[src/rtl/tlb_pkg.sv]
package tlb_pkg;
  localparam int VA_W  = 32;
  localparam int PA_W  = 24;
  localparam int OFF_W = 10;
  localparam int VPN_W = VA_W - OFF_W;
  localparam int PPN_W = PA_W - OFF_W;

  function automatic logic [VPN_W-1:0] va_vpn(input logic [VA_W-1:0] va);
    return va[VA_W-1:OFF_W];
  endfunction

  function automatic logic [OFF_W-1:0] va_off(input logic [VA_W-1:0] va);
    return va[OFF_W-1:0];
  endfunction

  function automatic logic [PA_W-1:0] join_pa(input logic [PPN_W-1:0] ppn,
                                              input logic [OFF_W-1:0] off);
    return {ppn, off};
  endfunction

  function automatic int unsigned rr_step(input int unsigned p, input int unsigned n);
    return (p + 1 >= n) ? 0 : p + 1;
  endfunction
endpackage

[src/rtl/tlb_cam.sv]
module tlb_cam
  import tlb_pkg::*;
#(
  parameter int N     = 8,
  parameter int IDX_W = $clog2(N)
) (
  input  logic [N-1:0]            vld,
  input  logic [N-1:0][VPN_W-1:0] tags,
  input  logic [VPN_W-1:0]        key,
  output logic [N-1:0]            oh,
  output logic                    hit,
  output logic [IDX_W-1:0]        idx
);
  for (genvar i = 0; i < N; i++) begin : g_cmp
    assign oh[i] = vld[i] && (tags[i] == key);
  end

  assign hit = |oh;

  always_comb begin
    idx = '0;
    for (int i = 0; i < N; i++)
      if (oh[i]) idx = IDX_W'(i);
  end
endmodule

[src/rtl/tlb_alloc.sv]
module tlb_alloc
  import tlb_pkg::*;
#(
  parameter int N     = 8,
  parameter int IDX_W = $clog2(N)
) (
  input  logic             clk,
  input  logic             rst,
  input  logic [N-1:0]     vld,
  input  logic             advance,
  output logic             has_free,
  output logic [IDX_W-1:0] free_idx,
  output logic [IDX_W-1:0] ptr
);
  assign has_free = ~&vld;

  always_comb begin
    free_idx = '0;
    for (int i = N - 1; i >= 0; i--)
      if (!vld[i]) free_idx = IDX_W'(i);
  end

  always_ff @(posedge clk) begin
    if (rst)          ptr <= '0;
    else if (advance) ptr <= IDX_W'(rr_step(int'(ptr), N));
  end
endmodule

[src/rtl/tlb_xlate.sv]
module tlb_xlate
  import tlb_pkg::*;
#(
  parameter int N     = 8,
  parameter int IDX_W = $clog2(N)
) (
  input  logic              clk,
  input  logic              rst,
  input  logic              lk_req,
  input  logic              lk_wr,
  input  logic [VA_W-1:0]   lk_vaddr,
  output logic              lk_hit,
  output logic              lk_miss,
  output logic [PA_W-1:0]   lk_paddr,
  input  logic              mt_fill,
  input  logic              mt_inval,
  input  logic [VPN_W-1:0]  mt_vpn,
  input  logic [PPN_W-1:0]  mt_ppn,
  output logic              ev_valid,
  output logic [VPN_W-1:0]  ev_vpn
);
  logic [N-1:0]            ent_v, ent_d;
  logic [N-1:0][VPN_W-1:0] ent_tag;
  logic [N-1:0][PPN_W-1:0] ent_ppn;

  // lookup side
  logic [N-1:0]     lk_oh;
  logic             lk_match;
  logic [IDX_W-1:0] lk_idx;
  logic [PPN_W-1:0] lk_ppn;
  logic             wr_hit;

  tlb_cam #(.N(N), .IDX_W(IDX_W)) u_lk_cam (
    .vld(ent_v), .tags(ent_tag), .key(va_vpn(lk_vaddr)),
    .oh(lk_oh), .hit(lk_match), .idx(lk_idx)
  );

  assign lk_ppn   = ent_ppn[lk_idx];
  assign lk_hit   = lk_req && lk_match;
  assign lk_miss  = lk_req && !lk_match;
  assign lk_paddr = lk_hit ? join_pa(lk_ppn, va_off(lk_vaddr)) : '0;
  assign wr_hit   = lk_hit && lk_wr;

  // maintenance side
  logic [N-1:0]     mt_oh;
  logic             mt_match;
  logic [IDX_W-1:0] mt_idx;
  logic             has_free;
  logic [IDX_W-1:0] free_idx, rr_ptr, fill_idx;
  logic             replace, inval_do;

  tlb_cam #(.N(N), .IDX_W(IDX_W)) u_mt_cam (
    .vld(ent_v), .tags(ent_tag), .key(mt_vpn),
    .oh(mt_oh), .hit(mt_match), .idx(mt_idx)
  );

  assign replace  = mt_fill && !mt_match && !has_free;
  assign inval_do = mt_inval && !mt_fill && mt_match;

  tlb_alloc #(.N(N), .IDX_W(IDX_W)) u_alloc (
    .clk(clk), .rst(rst), .vld(ent_v), .advance(replace),
    .has_free(has_free), .free_idx(free_idx), .ptr(rr_ptr)
  );

  always_comb begin
    if (mt_match)      fill_idx = mt_idx;
    else if (has_free) fill_idx = free_idx;
    else               fill_idx = rr_ptr;
  end

  assign ev_valid = replace && ent_d[rr_ptr];
  assign ev_vpn   = ev_valid ? ent_tag[rr_ptr] : '0;

  // entry storage: load beats invalidate beats write-hit marking
  for (genvar i = 0; i < N; i++) begin : g_ent
    logic load_me, drop_me, mark_me;
    assign load_me = mt_fill && (fill_idx == IDX_W'(i));
    assign drop_me = inval_do && mt_oh[i];
    assign mark_me = wr_hit && lk_oh[i];

    always_ff @(posedge clk) begin
      if (rst) begin
        ent_v[i]   <= 1'b0;
        ent_d[i]   <= 1'b0;
        ent_tag[i] <= '0;
        ent_ppn[i] <= '0;
      end else if (load_me) begin
        ent_v[i]   <= 1'b1;
        ent_d[i]   <= mt_match ? (ent_d[i] | mark_me) : 1'b0;
        ent_tag[i] <= mt_vpn;
        ent_ppn[i] <= mt_ppn;
      end else if (drop_me) begin
        ent_v[i]   <= 1'b0;
        ent_d[i]   <= 1'b0;
      end else if (mark_me) begin
        ent_d[i]   <= 1'b1;
      end
    end
  end
endmodule

[config.mk]
export PLATFORM = sky130hd
export DESIGN_NAME = tlb_xlate
export DESIGN_NICKNAME = d
export VERILOG_FILES = /design/src/rtl/tlb_pkg.sv /design/src/rtl/tlb_cam.sv /design/src/rtl/tlb_alloc.sv /design/src/rtl/tlb_xlate.sv
export SDC_FILE = /design/constraint.sdc
export NUM_CORES = 1
export LEC_CHECK = 0
export ABC_CLOCK_PERIOD_IN_PS = 9900
export BUFFER_PORTS_ARGS = -buffer_cell sky130_fd_sc_hd__buf_4
export CAP_MARGIN = 15
export CORE_UTILIZATION = 25
export CTS_CLUSTER_SIZE = 8
export DETAILED_ROUTE_END_ITERATION = 8
export SLEW_MARGIN = 40
export SYNTH_ARGS = -nofsm -noshare
export SYNTH_HDL_FRONTEND = slang
export SYNTH_HIERARCHICAL = 1
export SYNTH_SLANG_ARGS = --single-unit
[constraint.sdc]
create_clock -name clk -period 9.9 [get_ports clk]
set_clock_uncertainty 0.1 [all_clocks]
set_input_delay 1.98 -clock clk [delete_from_list [all_inputs] [get_ports clk]]
set_output_delay 1.98 -clock clk [all_outputs]
set_load 0.05 [all_outputs]
==> reports/results.ini <==
[yosys]
yosys.area.top_type = dfxtp_1
yosysSeqAreaShare_pct = 31.7
synthCells = 1903
synth_cell_types = 54
syn-cell-area_um2 = 19400
synth.top_cell.area_share_pct = 31.7
synth_area_leaders = dfxtp_1 32%, mux2i_1 16%, nand2b_1 11%
syn_nets = 1978
synth_ff_type = dfxtp_1
postSynthAreaPerCell_um2 = 10.2
synth_edf_count = 0
ys_ff_latch = 307
yosysWarnings = 6
synthArstFlopShare_pct = 0

[clocking]
postCtsHoldBufs = 0
clockRootBuffer = clkbuf_16
htreeDepth = 2
cts_tree = built
cts_setup_buffers = 0
path_clk_slew_ns = 0.05
cts_sinks = 307
clockBufferDepth = 3
ctsResizeCount = 0
cts_inserted_buffers = 45
clock_latency_ns = 0.59

[worst_setup_path]
critPathKind = input pin to primary output
endpoint = lk_paddr[19]
crit_path_end_kind = primary output
cp_data_required_time_ns = 7.82
r2r-end = ent_tag[11]
rr_startpoint = ent_tag[170]
critPathMaxFanout = 28
cp-start-kind = input pin
crit_path_start = lk_vaddr[21]
cp.arrival_ns = 5.69
reg2reg_slack_ns = 5.43
reg2reg_depth = 11

[floorplanning]
row_count = 101
die_h_um = 280
core_area_um2 = 76300
die_area_um2 = 78600
io_pins = 123
initial_core_util_pct = 25.4
die_w_um = 280

[global_route]
grt_max_degree = 218
antenna_found_initial = 3
grt.overflow.total = 0
grtUsageTotal_pct = 17.9
grt_pass1_vias = 14892
grt_pass1_wl_um = 103000

[sta]
drv_slew = 0
finalSetupViolCount = 0
grt_setup_unrepaired = no
period_share_pct = 78.4
max_freq_mhz = 129
hold_ws_ns = 0.373
finalSetupTns_ns = 0
worst_slew_pin_slew_ns = 0.845
final_hold_viol_count = 0
period_minus_slack_ns = 7.77
slew_headroom_pct = 43.1

[detailed_routing]
drt-initial-drc-count = 1352
vias = 14590
ant_nets = 0
vias_per_cell = 4.95
wl_um = 71500
drc = 0
firstDrtPassIters = 6
routedWlPerCell_um = 24.2

[placed_design]
post_dp_cell_area_um2 = 20900
io_buffer_count = 122
gp_congestion = 0.962
dp_hpwl_um = 51900

[cells_and_area]
drive_above_1_share_pct = 16.3
nFillCells = 7952
insertedDiodeCount = 0
finish.instance_area_um2 = 22200
nNetsFinal = 1987
final_core_util_pct = 29.0
layout-area-overhead-vs-synth_pct = 14.5

[pwr]
ir_worst_vdd_mv = 0.101
powerDensity_nw_per_um2 = 137
p_leak_nw = 9.27
post-layout-total-power_w = 0.00303

[job]
drv_cap = 0

[worst_hold_path]
hold_path.class = flop to flop

[outcome]
status = finished clean

logic make-up after synthesis:
kind of cell / share of synthesized area (%)
XOR/XNOR: 16.0
AO/OA/AOI/OAI: 2.27
buffers and inverters: 6.27
adder cells (fa/ha/maj): 0.0646
AND/OR/NAND/NOR: 18.7
multiplexers: 24.9
flip-flops: 31.7
per-layer routing:
metal	wire length, µm	vias to the layer above	global-route usage, %
li1	-	6538	-
met1	31800	7434	23.6
met2	33500	491	29.7
met3	4070	121	2.96
met4	2020	6	5.34
met5	35	-	0
synth_stat cells (30+ instances only):
library cell / instances
dfxtp_1: 307
buf_6: 37
nor2_1: 35
nand4_1: 50
nand2b_1: 327
mux4_2: 70
clkbuf_1: 54
xor2_1: 230
a21oi_1: 50
mux2i_1: 305
nor4_1: 46
buf_1: 40
xnor2_1: 121
nand3_1: 30
cells in the final DEF (no fill, tap or decap), types with 7 or more instances in the layout:
| master | n |
|---|---|
| a211o_1 | 8 |
| a21oi_1 | 50 |
| and3_1 | 11 |
| buf_12 | 7 |
| buf_4 | 131 |
| clkbuf_16 | 45 |
| dfxtp_1 | 305 |
| mux2i_1 | 305 |
| mux4_2 | 70 |
| nand2_1 | 25 |
| nand2b_1 | 326 |
| nand3_1 | 23 |
| nand4_1 | 50 |
| nor2_1 | 35 |
| nor3_1 | 20 |
| nor3_2 | 8 |
| nor4_1 | 45 |
| or3b_1 | 19 |
| xnor2_1 | 121 |
| xor2_1 | 230 |
critical path, stage by stage:
cell	delay [ns]
buf_4	0.17
xor2_1	0.19
nor4_1	0.67
nand4_1	0.32
nor3_1	0.47
o21bai_4	0.21
buf_4	0.50
mux4_2	0.58
mux2i_1	0.25
nor2_1	0.08
buf_4	0.21
cell type report:
class	instances	area, µm²	area share [%]
clock inverter	5	104	0.468
clock buffer	50	1140	5.16
inverter	9	47.5	0.214
tap	1030	1290	5.81
timing repair buffer	146	1310	5.91
multi-input combinational	1403	12100	54.7
sequential	307	6150	27.7
per-stage QoR:
step	setup WS, ns	instances
after global routing	1.96	2950
final	2.13	2950
after CTS	2.11	2950
after floorplan	3.05	1903
after detailed placement	2.12	2895
after global placement	1.92	2882
where the power goes:
part | internal (W) | switching, W | leakage, nW
Sequential | 0.00126 | 0.0000272 | 2.48
Clock | 0.000840 | 0.000593 | 0.603
Combinational | 0.000133 | 0.000183 | 6.18
registers in the layout, indices dropped and copies added (netlist names):
signal / cells
ent_d: 8
ent_tag: 176
u_alloc/ptr: 3
ent_ppn: 112
ent_v: 8
worst min-delay path by stage:
stage	depth (start not counted)	end	slack [ns]	from
6_report	2	ent_ppn[52]	0.37	ent_ppn[52]
3_5_place_dp	2	ent_ppn[61]	0.36	ent_ppn[61]
2_1_floorplan	2	ent_ppn[42]	0.35	ent_ppn[42]
3_3_place_gp	2	ent_ppn[46]	0.36	ent_ppn[46]
5_1_grt	2	ent_ppn[106]	0.39	ent_ppn[106]
4_1_cts	2	ent_ppn[36]	0.38	ent_ppn[36]
Power figures use the tool's default switching activity.
